### config.mk
export PLATFORM = sky130hd
export DESIGN_NAME = prio_intc
export DESIGN_NICKNAME = d
export VERILOG_FILES = /design/src/rtl/prio_intc_pkg.sv /design/src/rtl/prio_intc_sync.sv /design/src/rtl/prio_intc_pend.sv /design/src/rtl/prio_intc_arb.sv /design/src/rtl/prio_intc.sv
export SDC_FILE = /design/constraint.sdc
export NUM_CORES = 1
export LEC_CHECK = 0
export BUFFER_PORTS_ARGS = -buffer_cell sky130_fd_sc_hd__buf_2
export CAP_MARGIN = 10
export CORE_ASPECT_RATIO = 0.7
export CORE_MARGIN = 4
export CORE_UTILIZATION = 55
export DETAILED_ROUTE_END_ITERATION = 8
export PLACE_DENSITY = 0.78
export SLEW_MARGIN = 20
export SYNTH_ARGS = -nofsm -noshare
export SYNTH_HDL_FRONTEND = slang
export SYNTH_SLANG_ARGS = --single-unit
### constraint.sdc
create_clock -name clk -period 22.1 [get_ports clk]
set_input_delay 4.42 -clock clk [delete_from_list [all_inputs] [get_ports clk]]
set_output_delay 4.42 -clock clk [all_outputs]
set_load 0.02 [all_outputs]
### src/rtl/prio_intc_pkg.sv
package prio_intc_pkg;
  localparam int unsigned DATA_W  = 32;
  localparam int unsigned ADDR_W  = 4;
  localparam int unsigned ID_W    = 5;
  localparam logic [ID_W-1:0] NONE_ID = 5'd31;

  typedef enum logic [ADDR_W-1:0] {
    A_TRIG   = 4'd0,
    A_ENABLE = 4'd1,
    A_ROUTE  = 4'd2,
    A_GATE   = 4'd3,
    A_PEND   = 4'd4,
    A_STAT   = 4'd5,
    A_IRQID  = 4'd6,
    A_FIQID  = 4'd7,
    A_PRIO0  = 4'd8
  } reg_word_e;
endpackage

### src/rtl/prio_intc_sync.sv
module prio_intc_sync #(
  parameter int unsigned W      = 6,
  parameter int unsigned STAGES = 2
) (
  input  logic         clk,
  input  logic         rst_n,
  input  logic [W-1:0] d,
  output logic [W-1:0] q
);
  logic [W-1:0] stg [STAGES];

  always_ff @(posedge clk or negedge rst_n) begin
    if (!rst_n) begin
      for (int k = 0; k < STAGES; k++) stg[k] <= '0;
    end else begin
      stg[0] <= d;
      for (int k = 1; k < STAGES; k++) stg[k] <= stg[k-1];
    end
  end

  assign q = stg[STAGES-1];
endmodule

### src/rtl/prio_intc_pend.sv
module prio_intc_pend #(
  parameter int unsigned N = 17
) (
  input  logic         clk,
  input  logic         rst_n,
  input  logic [N-1:0] src,
  input  logic [N-1:0] trig_edge,
  input  logic [N-1:0] clr_req,
  output logic [N-1:0] pend,
  output logic [N-1:0] rise_evt
);
  logic [N-1:0] prev_q;

  always_ff @(posedge clk or negedge rst_n) begin
    if (!rst_n) prev_q <= '0;
    else        prev_q <= src;
  end

  assign rise_evt = src & ~prev_q;

  for (genvar i = 0; i < N; i++) begin : g_src
    always_ff @(posedge clk or negedge rst_n) begin
      if (!rst_n)           pend[i] <= 1'b0;
      else if (trig_edge[i]) pend[i] <= rise_evt[i] | (pend[i] & ~clr_req[i]);
      else                   pend[i] <= src[i];
    end
  end
endmodule

### src/rtl/prio_intc_arb.sv
module prio_intc_arb
  import prio_intc_pkg::*;
#(
  parameter int unsigned N  = 17,
  parameter int unsigned PW = 2
) (
  input  logic [N-1:0]    active,
  input  logic [N*PW-1:0] prio_flat,
  output logic [ID_W-1:0] win_id
);
  // Highest level wins; strict compare in ascending order keeps the lower index on ties.
  function automatic logic [ID_W-1:0] pick(input logic [N-1:0] act,
                                           input logic [N*PW-1:0] pr);
    logic [ID_W-1:0] best;
    logic [PW-1:0]   best_lvl;
    logic            found;
    best = NONE_ID;
    best_lvl = '0;
    found = 1'b0;
    for (int i = 0; i < N; i++) begin
      if (act[i] && (!found || pr[i*PW +: PW] > best_lvl)) begin
        found    = 1'b1;
        best     = ID_W'(i);
        best_lvl = pr[i*PW +: PW];
      end
    end
    return best;
  endfunction

  assign win_id = pick(active, prio_flat);
endmodule

### src/rtl/prio_intc.sv
module prio_intc
  import prio_intc_pkg::*;
#(
  parameter int unsigned N_EXT       = 6,
  parameter int unsigned N_INT       = 11,
  parameter int unsigned PRIO_W      = 2,
  parameter int unsigned SYNC_STAGES = 2
) (
  input  logic              clk,
  input  logic              rst_n,
  input  logic [N_EXT-1:0]  ext_pin_i,
  input  logic [N_INT-1:0]  int_line_i,
  input  logic              reg_we,
  input  logic [ADDR_W-1:0] reg_addr,
  input  logic [DATA_W-1:0] reg_wdata,
  output logic [DATA_W-1:0] reg_rdata,
  output logic              irq_o,
  output logic              fiq_o
);
  localparam int unsigned N_SRC = N_EXT + N_INT;
  localparam int unsigned FPW   = DATA_W / PRIO_W;
  localparam int unsigned N_PW  = (N_SRC + FPW - 1) / FPW;

  logic [N_EXT-1:0]        ext_sync;
  logic [N_SRC-1:0]        src_vec;
  logic [N_SRC-1:0]        trig_q, en_q, route_q;
  logic [1:0]              gate_q;
  logic [N_SRC*PRIO_W-1:0] prio_q;
  logic [N_SRC-1:0]        pend_q, rise_evt, clr_req;
  logic [N_SRC-1:0]        irq_act, fiq_act;
  logic [ID_W-1:0]         irq_id, fiq_id;

  prio_intc_sync #(.W(N_EXT), .STAGES(SYNC_STAGES)) u_sync (
    .clk(clk), .rst_n(rst_n), .d(ext_pin_i), .q(ext_sync)
  );

  assign src_vec = {int_line_i, ext_sync};

  function automatic logic hit(input logic [ADDR_W-1:0] a, input logic [ADDR_W-1:0] w);
    return a == w;
  endfunction

  assign clr_req = (reg_we && hit(reg_addr, A_PEND)) ? reg_wdata[N_SRC-1:0] : '0;

  always_ff @(posedge clk or negedge rst_n) begin
    if (!rst_n) begin
      trig_q  <= '0;
      en_q    <= '0;
      route_q <= '0;
      gate_q  <= '0;
    end else if (reg_we) begin
      if (hit(reg_addr, A_TRIG))   trig_q  <= reg_wdata[N_SRC-1:0];
      if (hit(reg_addr, A_ENABLE)) en_q    <= reg_wdata[N_SRC-1:0];
      if (hit(reg_addr, A_ROUTE))  route_q <= reg_wdata[N_SRC-1:0];
      if (hit(reg_addr, A_GATE))   gate_q  <= reg_wdata[1:0];
    end
  end

  for (genvar i = 0; i < N_SRC; i++) begin : g_prio
    localparam logic [ADDR_W-1:0] WADDR = ADDR_W'(A_PRIO0 + i / FPW);
    localparam int unsigned       LSB   = (i % FPW) * PRIO_W;
    always_ff @(posedge clk or negedge rst_n) begin
      if (!rst_n)                              prio_q[i*PRIO_W +: PRIO_W] <= '0;
      else if (reg_we && hit(reg_addr, WADDR)) prio_q[i*PRIO_W +: PRIO_W] <= reg_wdata[LSB +: PRIO_W];
    end
  end

  prio_intc_pend #(.N(N_SRC)) u_pend (
    .clk(clk), .rst_n(rst_n), .src(src_vec), .trig_edge(trig_q),
    .clr_req(clr_req), .pend(pend_q), .rise_evt(rise_evt)
  );

  assign irq_act = pend_q & en_q & ~route_q;
  assign fiq_act = pend_q & en_q & route_q;

  prio_intc_arb #(.N(N_SRC), .PW(PRIO_W)) u_arb_irq (
    .active(irq_act), .prio_flat(prio_q), .win_id(irq_id)
  );
  prio_intc_arb #(.N(N_SRC), .PW(PRIO_W)) u_arb_fiq (
    .active(fiq_act), .prio_flat(prio_q), .win_id(fiq_id)
  );

  assign irq_o = gate_q[0] & (|irq_act);
  assign fiq_o = gate_q[1] & (|fiq_act);

  always_comb begin
    reg_rdata = '0;
    unique case (reg_addr)
      A_TRIG:   reg_rdata[N_SRC-1:0] = trig_q;
      A_ENABLE: reg_rdata[N_SRC-1:0] = en_q;
      A_ROUTE:  reg_rdata[N_SRC-1:0] = route_q;
      A_GATE:   reg_rdata[1:0]       = gate_q;
      A_PEND:   reg_rdata[N_SRC-1:0] = pend_q;
      A_STAT:   reg_rdata[N_SRC-1:0] = pend_q & en_q;
      A_IRQID:  reg_rdata[ID_W-1:0]  = irq_id;
      A_FIQID:  reg_rdata[ID_W-1:0]  = fiq_id;
      default: begin
        for (int w = 0; w < N_PW; w++) begin
          if (reg_addr == ADDR_W'(A_PRIO0 + w)) begin
            for (int i = 0; i < N_SRC; i++) begin
              if (i / FPW == w) reg_rdata[(i % FPW) * PRIO_W +: PRIO_W] = prio_q[i*PRIO_W +: PRIO_W];
            end
          end
        end
      end
    endcase
  end
endmodule

== After elaboration in Yosys (flattened, before gate mapping) ==
Index checks and enable logic that the tools add are counted.
Widths: inputs -> output; s select.

* Register bits after elaboration: 133
* Bits in latches: 0
* RAM bits: 0
* ROM bits: 0
* Input bits: 56
* Output and inout port bits: 34
* Word-level logic and storage cells: 371
* Memories kept: 0

* $add $sub $neg: 0
* Multipliers: 0
* Div/mod/pow operators: 0
* $lt $le $gt $ge: 32
* Equal/unequal tests: 9
* Shift operators: 0
* Multiplexer cells: 122
* Bitwise operators: 59
* Reductions and logical operators: 108

{| class="wikitable"
|+ Operators with widths
! cell !! count
|-
| $mux 5 || 34
|-
| $pmux 12 s6 || 1
|-
| $and 17x17->17 || 4
|-
| $mux 2 || 33
|-
| $gt 2x2->1 || 32
|-
| $mux 1 || 49
|-
| $logic_and 1x1->1 || 35
|-
| $not 17->17 || 2
|-
| $reduce_or 17->1 || 2
|-
| $logic_not 1->1 || 32
|-
| $logic_or 1x1->1 || 32
|-
| $mux 32 || 1
|-
| $pmux 3 s8 || 1
|-
| $and 1x1->1 || 19
|-
| $mux 17 || 1
|-
| $not 1->1 || 17
|-
| $or 1x1->1 || 17
|-
| $eq 4x3->1 const B || 4
|-
| $pmux 2 s8 || 1
|-
| $mux 15 || 1
|-
| $eq 4x2->1 const B || 2
|-
| $eq 4x4->1 const B || 2
|-
| $reduce_and 2->1 || 4
|-
| $reduce_or 8->1 || 1
|-
| 3 further kinds || 3
|}

== Logic depth before layout (Yosys ltp) ==
Gate-level depths: netlist of the first run.

* Depth after elaboration: 68
* Depth in mapped cells: 108
* Gate-level depth less buffers: 107

== Modules after synthesis ==
A second synthesis of the first run with hierarchy kept.

* Cells, all modules: 1038
* Area total of the unflattened synthesis: 9904.5 um^2

{| class="wikitable"
|+ By module, submodules not included
! module !! instances !! cells each !! area an instance (um^2) !! sequential area each (um^2)
|-
| prio_intc || 1 || 410 || 4720.8 || 2177.1
|-
| prio_intc_arb at u_arb_irq || 1 || 255 || 1825.5 || 0.0
|-
| prio_intc_arb at u_arb_fiq || 1 || 253 || 1755.4 || 0.0
|-
| prio_intc_pend || 1 || 102 || 1257.5 || 850.8
|-
| prio_intc_sync || 1 || 18 || 345.3 || 300.3
|}

== Least setup slack after synthesis of the first run ==
No wires, ideal clock.

* Path kind: register to output
* Start: reg route_q[0]
* End: out reg_rdata[0]
* Data arrival time: 19.118 ns
* Required time: 17.680 ns
* Setup slack: -1.438 ns
* Stages on the path, launching flop included: 102
* Path buffers: 1
* Cells stage by stage: dfrtp_1 and3b_1 nand2_1 ha_1 nor2b_1 o211ai_1 nor2b_1 nor2_1 ha_1 nor2b_1 o21ai_1 a21oi_1 o31ai_1 ha_1 nor2b_1 o21ai_0 a21oi_4 nor4_2 [... 66 more ...] a21oi_1 nand3_1 a211oi_1 nor2_1 mux2i_1 ha_1 nor2b_1 o21ai_0 a21oi_1 nor2_1 a21oi_1 ha_1 nor2b_1 o21ai_0 a21oi_1 nor3_1 o211ai_1 o22ai_1

* Longest elaborated chain between the ends: 68
* Elaborated cells between the ends (all ways): 230
* Those cells by class: 32 x order compare; 99 x mux; 3 x bitwise; 96 x reduce/logical

{| class="wikitable"
|+ RTL lines
! item !! RTL line !! source
|-
| start: declaration || prio_intc.sv:26 || <nowiki>logic [N_SRC-1:0] trig_q, en_q, route_q;</nowiki>
|-
| start signal: assignment || prio_intc.sv:54 || <nowiki>if (hit(reg_addr, A_ROUTE)) route_q <= reg_wdata[N_SRC-1:0];</nowiki>
|-
| $not 17->17 || prio_intc.sv:73 || <nowiki>assign irq_act = pend_q & en_q & ~route_q;</nowiki>
|-
| $and 17x17->17 || prio_intc.sv:73 ||
|-
| $mux 2 / $mux 1 (equally long branches) || prio_intc_arb.sv:21 || <nowiki>if (act[i] && (!found || pr[i*PW +: PW] > best_lvl)) begin</nowiki>
|-
| $gt 2x2->1 / $logic_not 1->1 (equally long branches) || prio_intc_arb.sv:21 ||
|-
| $logic_or 1x1->1 || prio_intc_arb.sv:21 ||
|-
| $logic_and 1x1->1 || prio_intc_arb.sv:21 ||
|-
| $mux 2 / $mux 1 (equally long branches) || prio_intc_arb.sv:21 ||
|-
| $gt 2x2->1 / $logic_not 1->1 (equally long branches) || prio_intc_arb.sv:21 ||
|-
| [... 52 more ...] || -- ||
|-
| $logic_or 1x1->1 || prio_intc_arb.sv:21 ||
|-
| $logic_and 1x1->1 || prio_intc_arb.sv:21 ||
|-
| $mux 2 / $mux 1 (equally long branches) || prio_intc_arb.sv:21 ||
|-
| $gt 2x2->1 / $logic_not 1->1 (equally long branches) || prio_intc_arb.sv:21 ||
|-
| $logic_or 1x1->1 || prio_intc_arb.sv:21 ||
|-
| $logic_and 1x1->1 || prio_intc_arb.sv:21 ||
|-
| $mux 5 || prio_intc_arb.sv:21 ||
|-
| $pmux 2 s8 (*) || prio_intc.sv:88 || <nowiki>unique case (reg_addr)</nowiki>
|-
| end: declaration || prio_intc.sv:16 || <nowiki>output logic [DATA_W-1:0] reg_rdata,</nowiki>
|}

Every way passes the cells marked *; elsewhere a longest branch is shown, timed or not.

== Worst setup path after layout of the first run ==
* Start: reg route_q[0]
* End: out reg_rdata[2]

* Longest elaborated chain between the ends: 68
* Elaborated cells between the ends (all ways): 230
* Those cells by class: 32 x order compare; 99 x mux; 3 x bitwise; 96 x reduce/logical

{| class="wikitable"
|+ RTL lines
! item !! RTL line
|-
| $not 17->17 || prio_intc.sv:73
|-
| $and 17x17->17 || prio_intc.sv:73
|-
| $mux 2 / $mux 1 (equally long branches) || prio_intc_arb.sv:21
|-
| $gt 2x2->1 / $logic_not 1->1 (equally long branches) || prio_intc_arb.sv:21
|-
| $logic_or 1x1->1 || prio_intc_arb.sv:21
|-
| $logic_and 1x1->1 || prio_intc_arb.sv:21
|-
| $mux 2 / $mux 1 (equally long branches) || prio_intc_arb.sv:21
|-
| $gt 2x2->1 / $logic_not 1->1 (equally long branches) || prio_intc_arb.sv:21
|-
| [... 52 more ...] || --
|-
| $logic_or 1x1->1 || prio_intc_arb.sv:21
|-
| $logic_and 1x1->1 || prio_intc_arb.sv:21
|-
| $mux 2 / $mux 1 (equally long branches) || prio_intc_arb.sv:21
|-
| $gt 2x2->1 / $logic_not 1->1 (equally long branches) || prio_intc_arb.sv:21
|-
| $logic_or 1x1->1 || prio_intc_arb.sv:21
|-
| $logic_and 1x1->1 || prio_intc_arb.sv:21
|-
| $mux 5 || prio_intc_arb.sv:21
|-
| $pmux 3 s8 (*) || prio_intc.sv:88
|}

Marked as above.

==> results of run 1 <==
[stage by stage]
step	power [mW]	cell area, µm²	TNS [ns]
detailed placement	1.21	11300	-6.02
finish	1.78	12700	-10.31
CTS	1.64	12400	-5.74
global placement	1.19	11300	-4.42
floorplan	0.928	9800	-0.536
global route	1.86	12700	-14.18
[cells by family after synthesis]
logic type	Yosys count
buf+inv	79
compound gates	248
mux	99
fa+ha+maj	47
flops	133
simple gates	382
[path summary, 6_finish.rpt]
| kind | start | endpoint | slack, ns |
|---|---|---|---|
| min in group asynchronous | rst_n | prio_q[27] | 4.00 |
| worst max register to register | prio_q[15] | prio_q[15] | 21.01 |
| max in group asynchronous | rst_n | route_q[0] | 16.81 |
| worst min register to register | u_sync.stg[8] | u_sync.q[2] | 0.35 |
| worst min-delay path | u_sync.stg[8] | u_sync.q[2] | 0.35 |
| worst max-delay path | route_q[0] | reg_rdata[2] | -2.18 |
[flip-flops by register name, indices dropped and copies added (netlist names)]
signal and flops:
u_pend.prev_q 17, prio_q 34, u_pend.pend 17, gate_q 2, route_q 17, u_sync.q 6
trig_q 17, en_q 17, u_sync.stg 6
[metal layers]
metal / part of all wire [%] / global-route usage (%) / routed length, µm
met5: 0 / 0 / 0
met3: 14 / 10.8 / 4970
met2: 43 / 53.0 / 15400
met1: 39 / 49.5 / 13800
met4: 3.9 / 15.8 / 1390
[area by class of cell]
cell class / count / area, µm² / area share [%]
clock buffer: 18 / 439 / 3.45
clock inverter: 14 / 138 / 1.08
inverter: 46 / 173 / 1.35
multi-input combinational: 776 / 6560 / 51.4
sequential: 133 / 3330 / 26.1
tap: 225 / 282 / 2.21
timing repair buffer: 267 / 1830 / 14.4
[cell usage in the layout, fill, tap and decap left out, types with 6 or more instances in the layout]
cell,Yosys,final
buf_4,0,173
dfrtp_1,133,133
nand2_1,129,119
mux2_2,89,87
buf_2,2,84
nor2_1,65,46
inv_1,46,45
a21oi_1,51,40
ha_1,46,30
nand3_1,32,29
o211ai_1,19,19
a32o_1,20,18
clkbuf_16,0,17
nor2_2,3,16
and3_1,15,15
nor4_1,18,15
ha_4,0,14
a222oi_1,13,13
and2_1,14,12
nor3_1,24,11
a21oi_2,2,11
o21a_1,10,10
nand2_2,2,10
nor3_2,2,10
nand3b_1,10,10
o21ai_0,29,10
buf_6,2,10
o21ai_1,1,9
o21ai_2,0,9
nor2b_4,0,8
a21o_1,8,8
nor2_4,1,7
nand4_1,7,7
o31a_1,7,7
nand2b_1,8,7
inv_6,0,7
nor2b_1,15,6
mux2i_2,0,6
nor4_2,5,6
nor3_4,1,6
[what timing repair did]
item	CTS	global route
pin swaps	55	68
resized for setup	44	45
setup buffers	49	15
cloned	0	0
setup endpoints to repair	5	5
[power by group]
group | leakage [nW] | switching (mW) | internal, mW | total (mW)
Combinational | 3.85 | 0.580 | 0.557 | 1.14
Clock | 0.285 | 0.123 | 0.161 | 0.284
Sequential | 1.60 | 0.0733 | 0.289 | 0.363
Total | 5.73 | 0.777 | 1.01 | 1.78
==> results.json, run 1 <==
{
  "cp_num_buf_inv": 5,
  "startpoint_type": "flip-flop",
  "drt_wl_total_um": 35500,
  "status": "finished with violations",
  "fmax_mhz": 41.2,
  "place_hpwl_um": 23600,
  "synthMuxAreaShare_pct": 12.0,
  "crit_path_top_delay_cell": "a221o_1",
  "path_clk_slew_ns": 0.06,
  "clock-root-buffer": "clkbuf_16",
  "syn_avg_cell_area_um2": 9.39,
  "whs_path_depth": 0,
  "synth_xor_area_share_pct": 0,
  "rsz0062_at_grt": "true",
  "hold_buffers": 0,
  "synth_fp_nets": 1090,
  "critical-path-max-stage-delay_ns": 0.39,
  "netlist_instances": 988,
  "io_buffer_count": 89,
  "synth.distinct_cells": 93,
  "row_count": 39,
  "fin_util_pct": 77.5,
  "grtUsageTotal_pct": 36.0,
  "final_cells": 1479,
  "synth.most_common_cell": "dfrtp_1",
  "tightest_slew_ns": 1.11,
  "final_nets": 1343,
  "finalMaxSlewViolations": 0,
  "core_region_area_um2": 16400,
  "cp_common_cell": "ha_4",
  "ir_worst_vdd_v": 0.000126,
  "drv_cap": 0,
  "synth_area_leaders": "dfrtp_1 (36%), mux2_2 (11%), ha_1 (6.2%), nand2_1 (5.2%), a21oi_1 (2.8%)",
  "yosys.area.top_type": "dfrtp_1",
  "synth-async-reset-ratio_pct": 100,
  "grt_pass1_vias": 9401,
  "endpoint_kind": "primary output",
  "ys_seq_area_share_pct": 35.9,
  "cpLargestDelayFamily": "compound AO/OA/AOI/OAI gates",
  "gp_congestion": 1.00,
  "first_pass_iters": 8,
  "synth_edf_count": 0,
  "ys_ff_latch": 133,
  "cp_num_cells": 107,
  "numCtsBuffers": 17,
  "critical_path_class": "flip-flop to primary output",
  "yosys.area_share.adder_pct": 6.31,
  "yosysTopAreaCellShare_pct": 35.9,
  "ios": 90,
  "critPathArrivalTime_ns": 19.86,
  "fp.dieW_um": 163,
  "drive_gt1_share_pct": 45.9,
  "initial_utilization_pct": 56.4,
  "cts_tree": "built",
  "clock-sinks": 133,
  "cts.htree.levels": 4,
  "synth_compound_area_share_pct": 21.1,
  "hold_ws_ns": 0.347,
  "yosys.area_share.simple_pct": 21.3,
  "setup_slack_ns": -2.18,
  "synth_top_family_by_area": "simple AND/OR/NAND/NOR gates",
  "dp_worst_setup_slack_ns": -1.26,
  "grt_first_pass_wirelength_um": 52400,
  "grt.overflow.total": 0,
  "cp_max_fo": 6,
  "synth.top_cells.by_count": "dfrtp_1 (133), nand2_1 (129), mux2_2 (89)",
  "grt_max_degree": 73,
  "antenna_cells": 0,
  "placedCellCount": 1384,
  "netlist_area_um2": 9280,
  "die_area_um2": 19100,
  "routed-via-count": 10000,
  "grt_antenna_before_repair": 0,
  "worstSkewPairLatency_ns": 0.45,
  "yosys_warnings": 0,
  "required_ns": 17.68,
  "wl_per_cell_um": 24.0,
  "reg2regPathDepth": 1,
  "drc": 0,
  "finalCriticalPeriod_ns": 24.28,
  "areaGrowthSynthToFinish_pct": 37.3,
  "drt_iter0_drc": 1513,
  "finalCritPeriodShare_pct": 110,
  "slew_headroom_pct": 25.4,
  "min_path_type": "flip-flop to flip-flop",
  "ctsLongestPathBuffers": 2,
  "power.density_nw_per_um2": 140,
  "antenna_left": 0,
  "die_height_um": 117,
  "finalSetupViolCount": 5,
  "avgViaCountPerCell": 6.77,
  "finalHoldViolations": 0,
  "fill_cells": 986,
  "fin_worst_skew_ns": 0.00694,
  "failed_checks": "negative setup slack",
  "synth_flop_cell": "dfrtp_1",
  "leakage_nw": 5.73
}
Note: power is estimated with default switching activity, not from simulation.
==> run 2: changes to the inputs <==
--- a/config.mk
+++ b/config.mk
@@ -5,13 +5,14 @@
 export SDC_FILE = /design/constraint.sdc
 export NUM_CORES = 1
 export LEC_CHECK = 0
-export BUFFER_PORTS_ARGS = -buffer_cell sky130_fd_sc_hd__buf_2
 export CAP_MARGIN = 10
 export CORE_ASPECT_RATIO = 0.7
 export CORE_MARGIN = 4
-export CORE_UTILIZATION = 55
+export CORE_UTILIZATION = 59
+export CTS_CLUSTER_DIAMETER = 80
 export DETAILED_ROUTE_END_ITERATION = 8
-export PLACE_DENSITY = 0.78
+export DONT_BUFFER_PORTS = 1
+export PLACE_DENSITY = 0.75
 export SLEW_MARGIN = 20
 export SYNTH_ARGS = -nofsm -noshare
 export SYNTH_HDL_FRONTEND = slang
==> run 2 against run 1 <==
Against the previous run: the run still ends with negative setup slack left; sequential power hardly changed; setup slack better by 0.48 ns; cell count is 7.2% lower; combinational power hardly changed; global-route usage is 0.95 points higher; clock skew is 0.0017 ns higher; non-clock buffer count is 82 lower; die area is 6.4% lower.
==> results.json, run 2 (same netlist as run 1, synthesis figures left out) <==
{
  "drc": 0,
  "layout_common_cells": "buf_4 (176), dfrtp_1 (133), nand2_1 (120)",
  "drv_cap": 0,
  "grt_antenna_before_repair": 0,
  "fmax_mhz": 42.0,
  "final_nets": 1261,
  "fp.dieW_um": 158,
  "required_ns": 17.68,
  "clock-root-buffer": "clkbuf_16",
  "grt_max_degree": 134,
  "drt_iter0_drc": 1116,
  "finalSetupViolCount": 5,
  "io_buffer_count": 0,
  "placed_area_um2": 10900,
  "core_region_area_um2": 15500,
  "grtUsageTotal_pct": 36.9,
  "placedCellCount": 1277,
  "antenna_left": 0,
  "row_count": 38,
  "areaGrowthSynthToFinish_pct": 33.9,
  "drive_gt1_share_pct": 43.0,
  "hold_path_startpoint": "u_sync.stg[7]",
  "final_cells": 1372,
  "r2r_end": "prio_q[9]",
  "largest_reg_flops": 34,
  "mostFrequentLayoutCell": "buf_4",
  "clock-sinks": 133,
  "crit_path_top_delay_cell": "a221o_1",
  "place_hpwl_um": 22500,
  "ios": 90,
  "initial_utilization_pct": 60.1,
  "dp_worst_setup_slack_ns": -1.23,
  "power.density_nw_per_um2": 142,
  "numCtsBuffers": 17,
  "startpoint_type": "flip-flop",
  "reg2regPathDepth": 1,
  "critical-path-max-stage-delay_ns": 0.42,
  "grt_first_pass_wirelength_um": 51100,
  "min_path_type": "flip-flop to flip-flop",
  "cp_max_fo": 6,
  "final_area_um2": 12400,
  "leakage_nw": 5.40,
  "routed-via-count": 9583,
  "failed_checks": "negative setup slack",
  "die_area_um2": 17800,
  "antenna_cells": 0,
  "rsz0062_at_grt": "true",
  "whs_path_depth": 0,
  "finalCriticalPeriod_ns": 23.80,
  "status": "finished with violations",
  "ctsLongestPathBuffers": 2,
  "reg2reg_slack_ns": 21.03,
  "whs_endpoint": "u_sync.q[1]",
  "wl_per_cell_um": 25.0,
  "cts_tree": "built",
  "path_clk_slew_ns": 0.07,
  "worstSetupStartpoint": "route_q[0]",
  "gp_congestion": 1.05,
  "hold_buffers": 0,
  "cp_common_cell": "ha_4",
  "finalCritPeriodShare_pct": 108,
  "avgViaCountPerCell": 6.98,
  "worstSkewPairLatency_ns": 0.44,
  "critPathArrivalTime_ns": 19.38,
  "grt_pass1_vias": 9323,
  "grt.overflow.total": 0,
  "regMostFlops": "prio_q",
  "multi_input_area_um2": 6630,
  "fill_cells": 854,
  "die_height_um": 113,
  "rr_startpoint": "prio_q[9]",
  "finalMaxSlewViolations": 0,
  "fin_worst_skew_ns": 0.00868,
  "tightest_slew_ns": 1.27,
  "finalHoldViolations": 0,
  "first_pass_iters": 6,
  "endpoint_kind": "primary output",
  "drt_wl_total_um": 34300,
  "slew_headroom_pct": 14.7,
  "ir_worst_vdd_v": 0.000146,
  "cts.htree.levels": 4,
  "setup_slack_ns": -1.70,
  "seqCellArea_um2": 3330,
  "critical_path_class": "flip-flop to primary output"
}
==> run 2: changes by cell type in the layout (fill, tap and decap cells not counted), sizes merged <==
| cell | change |
|---|---|
| bufinv | -1 |
| inv | -1 |
| buf | -82 |
| clkbuf | -1 |
| clkinv | +4 |
| clkinvlp | -1 |
==> run 2: how the worst max path moves through the flow <==
stage | slack, ns | depth (start not counted) | end
floorplan | -0.17 | 102 | reg_rdata[2]
global placement | -0.94 | 106 | reg_rdata[0]
detailed placement | -1.23 | 106 | reg_rdata[0]
CTS | -1.19 | 105 | reg_rdata[3]
global route | -2.44 | 106 | reg_rdata[0]
finish | -1.70 | 104 | reg_rdata[3]
==> run 2: per-layer routing <==
layer / up-vias / wire, µm / GRT usage [%]
li1: 4094 / - / -
met1: 4679 / 13800 / 51.7
met2: 663 / 15200 / 55.3
met3: 147 / 3850 / 9.75
met4: 0 / 1540 / 13.8
met5: - / 0 / 0
==> run 2: stage by stage <==
stage	hold WS, ns	setup TNS, ns	utilization (%)	power [mW]
global placement	0.332	-3.96	70.2	1.18
floorplan	0.331	-0.536	-	0.928
detailed placement	0.336	-5.45	70.2	1.21
CTS	0.353	-5.59	77.3	1.60
finish	0.350	-8.17	80.4	1.77
global route	0.370	-11.93	80.4	1.86
==> run 2: worst max-delay path: cells and delay by family (launching register included) <==
kind            cells  cell delay (ns)
mux                 7             1.88
compound gates     38             6.80
buf+inv             3             0.29
fa+ha+maj          16             4.30
simple gates       40             5.24
flops               1             0.40
==> run 2: where the power goes <==
group / internal, mW / total, mW / switching (mW)
logic: 0.542 / 1.11 / 0.568
registers: 0.289 / 0.362 / 0.0733
clock network: 0.155 / 0.294 / 0.139
total: 0.986 / 1.77 / 0.780
==> run 2: layout make-up <==
cell class                      count  area share, %
Tap cell                          200           2.01
Multi-Input combinational cell    776           53.3
Clock buffer                       17           3.42
Timing Repair Buffer              185           11.4
Inverter                           46           1.39
Sequential cell                   133           26.8
Clock inverter                     15           1.62
==> run 2: timing repair <==
action / CTS / global route
buffers inserted: 38 / 25
setup endpoints to repair: 5 / 5
gates cloned: 0 / 0
resized for setup: 42 / 63
pin swaps: 42 / 66
==> run 3: changes to the inputs <==
--- a/config.mk
+++ b/config.mk
@@ -6,13 +6,15 @@
 export NUM_CORES = 1
 export LEC_CHECK = 0
 export CAP_MARGIN = 10
+export CELL_PAD_IN_SITES_DETAIL_PLACEMENT = 1
+export CELL_PAD_IN_SITES_GLOBAL_PLACEMENT = 2
 export CORE_ASPECT_RATIO = 0.7
 export CORE_MARGIN = 4
-export CORE_UTILIZATION = 59
+export CORE_UTILIZATION = 37
 export CTS_CLUSTER_DIAMETER = 80
 export DETAILED_ROUTE_END_ITERATION = 8
 export DONT_BUFFER_PORTS = 1
-export PLACE_DENSITY = 0.75
+export PLACE_DENSITY = 0.74
 export SLEW_MARGIN = 20
 export SYNTH_ARGS = -nofsm -noshare
 export SYNTH_HDL_FRONTEND = slang
==> run 3 against run 2 <==
Against the previous run: the run still ends with negative setup slack left; clock power is 5% higher; cell area up 1.9%; sequential power about the same; combinational power is 4% higher; power rose by 2.9%; global-route usage fell by 9.3 points; critical path depth grew 2; clock skew is 0.0017 ns higher; wire length rose by 12%; setup slack got worse by 0.13 ns; hold slack got worse by 0.0045 ns; core utilization is 29 points lower.
==> results.json, run 3 (same netlist as run 1, synthesis figures left out) <==
{
  "status": "finished with violations",
  "failed_checks": "negative setup slack",
  "tightest_slew_ns": 1.11,
  "avgViaCountPerCell": 6.00,
  "reg2regPathDepth": 4,
  "cts_tree": "built",
  "fin_worst_skew_ns": 0.0104,
  "endpoint_kind": "primary output",
  "fmax_mhz": 41.8,
  "ir_worst_vdd_v": 0.0000836,
  "crit_path_top_delay_cell": "dfrtp_1",
  "mostFrequentLayoutCell": "buf_4",
  "clock-root-buffer": "clkbuf_16",
  "grt_pass1_vias": 9394,
  "finalHoldViolations": 0,
  "antenna_cells": 0,
  "whs_path_depth": 0,
  "path_clk_slew_ns": 0.06,
  "routed-via-count": 9080,
  "worstSkewPairLatency_ns": 0.43,
  "cp_max_fo": 4,
  "hold_buffers": 0,
  "critPathArrivalTime_ns": 19.51,
  "ctsLongestPathBuffers": 2,
  "wl_per_cell_um": 25.3,
  "leakage_nw": 5.48,
  "row_count": 48,
  "die_height_um": 141,
  "regMostFlops": "prio_q",
  "startpoint_type": "flip-flop",
  "drt_wl_total_um": 38300,
  "report.power.total_mw": 1.82,
  "grt_first_pass_wirelength_um": 58300,
  "die_area_um2": 27700,
  "setup_tns_ns": -8.71,
  "required_ns": 17.68,
  "power.density_nw_per_um2": 144,
  "areaGrowthSynthToFinish_pct": 36.4,
  "drive_gt1_share_pct": 43.4,
  "place_hpwl_um": 27400,
  "clock-sinks": 133,
  "gp_congestion": 0.910,
  "setup_slack_ns": -1.83,
  "rsz0062_at_grt": "true",
  "critical_path_class": "flip-flop to primary output",
  "hold_ws_ns": 0.346,
  "min_path_type": "flip-flop to flip-flop",
  "first_pass_iters": 5,
  "antenna_left": 0,
  "finalMaxSlewViolations": 0,
  "finalSetupViolCount": 5,
  "initial_utilization_pct": 37.6,
  "ios": 90,
  "drt_iter0_drc": 662,
  "cts.htree.levels": 4,
  "grtUsageTotal_pct": 27.6,
  "finalCritPeriodShare_pct": 108,
  "largest_reg_flops": 34,
  "dp_worst_setup_slack_ns": -1.56,
  "fp.dieW_um": 197,
  "slew_headroom_pct": 25.7,
  "layout_common_cells": "buf_4 (192), dfrtp_1 (133), nand2_1 (116)",
  "grt.overflow.total": 0,
  "core_region_area_um2": 24700,
  "finalCriticalPeriod_ns": 23.93,
  "drc": 0,
  "reg2reg_slack_ns": 20.98,
  "io_buffer_count": 0,
  "final_nets": 1277,
  "cp_common_cell": "nor2_2",
  "numCtsBuffers": 17,
  "drv_cap": 0,
  "critical-path-max-stage-delay_ns": 0.38,
  "grt_antenna_before_repair": 1,
  "grt_max_degree": 134
}
run 3: cell count changes in the layout (fill, tap and decap cells not counted), moves of 4 or more:
cell	delta
a21oi_1	+4
buf_4	+16
nand2_1	-4
clkinv_8	-8
a21oi_2	-4
nor2_1	+4
run 3: report_power, final:
group	leakage [nW]	total, mW	internal (mW)	switching (mW)
sequential	1.60	0.362	0.289	0.0722
combinational	3.58	1.15	0.578	0.567
clock	0.304	0.310	0.184	0.126
run 3: per-stage QoR:
step | util, % | cell area [µm²] | cells
3_3_place_gp | 45.1 | 11100 | 1419
5_1_grt | 51.3 | 12700 | 1513
4_1_cts | 50.0 | 12400 | 1493
3_5_place_dp | 45.1 | 11100 | 1419
2_1_floorplan | - | 9800 | 988
6_report | 51.3 | 12700 | 1513
run 3: repair_timing:
| item | 4_1_cts | 5_1_grt |
|---|---|---|
| cloned | 0 | 0 |
| pin swaps | 66 | 76 |
| buffers inserted | 44 | 20 |
| setup endpoints to repair | 5 | 5 |
| gates resized for setup | 64 | 29 |
| endpoints found under the hold margin | 0 | 0 |
run 3: path summary, 6_finish.rpt:
check | end | from
min reg2reg | u_sync.q[5] | u_sync.stg[11]
min in group asynchronous | prio_q[17] | rst_n
min | u_sync.q[5] | u_sync.stg[11]
max | reg_rdata[0] | route_q[0]
max reg2reg | route_q[0] | route_q[0]
max in group asynchronous | trig_q[10] | rst_n
run 3: final cells by class:
class / count / area, µm²
Clock buffer: 18 / 439
Clock inverter: 14 / 188
Fill cell: 2736 / 12000
Inverter: 46 / 173
Multi-Input combinational cell: 776 / 6580
Sequential cell: 133 / 3330
Tap cell: 325 / 407
Timing Repair Buffer: 201 / 1540
run 3: routing by layer:
layer	GRT usage (%)	vias to the layer above	routed length (µm)
li1	-	4114	-
met1	39.9	4652	17900
met2	41.7	276	17200
met3	6.59	38	2610
met4	6.93	0	642
met5	0	-	0
run 3: worst max-delay path, delay by kind of cell (launching register included):
family	cells	cell delay, ns
mux	6	1.70
buf+inv	3	0.31
flops	1	0.38
fa+ha+maj	16	4.24
simple gates	39	4.79
compound gates	42	7.62
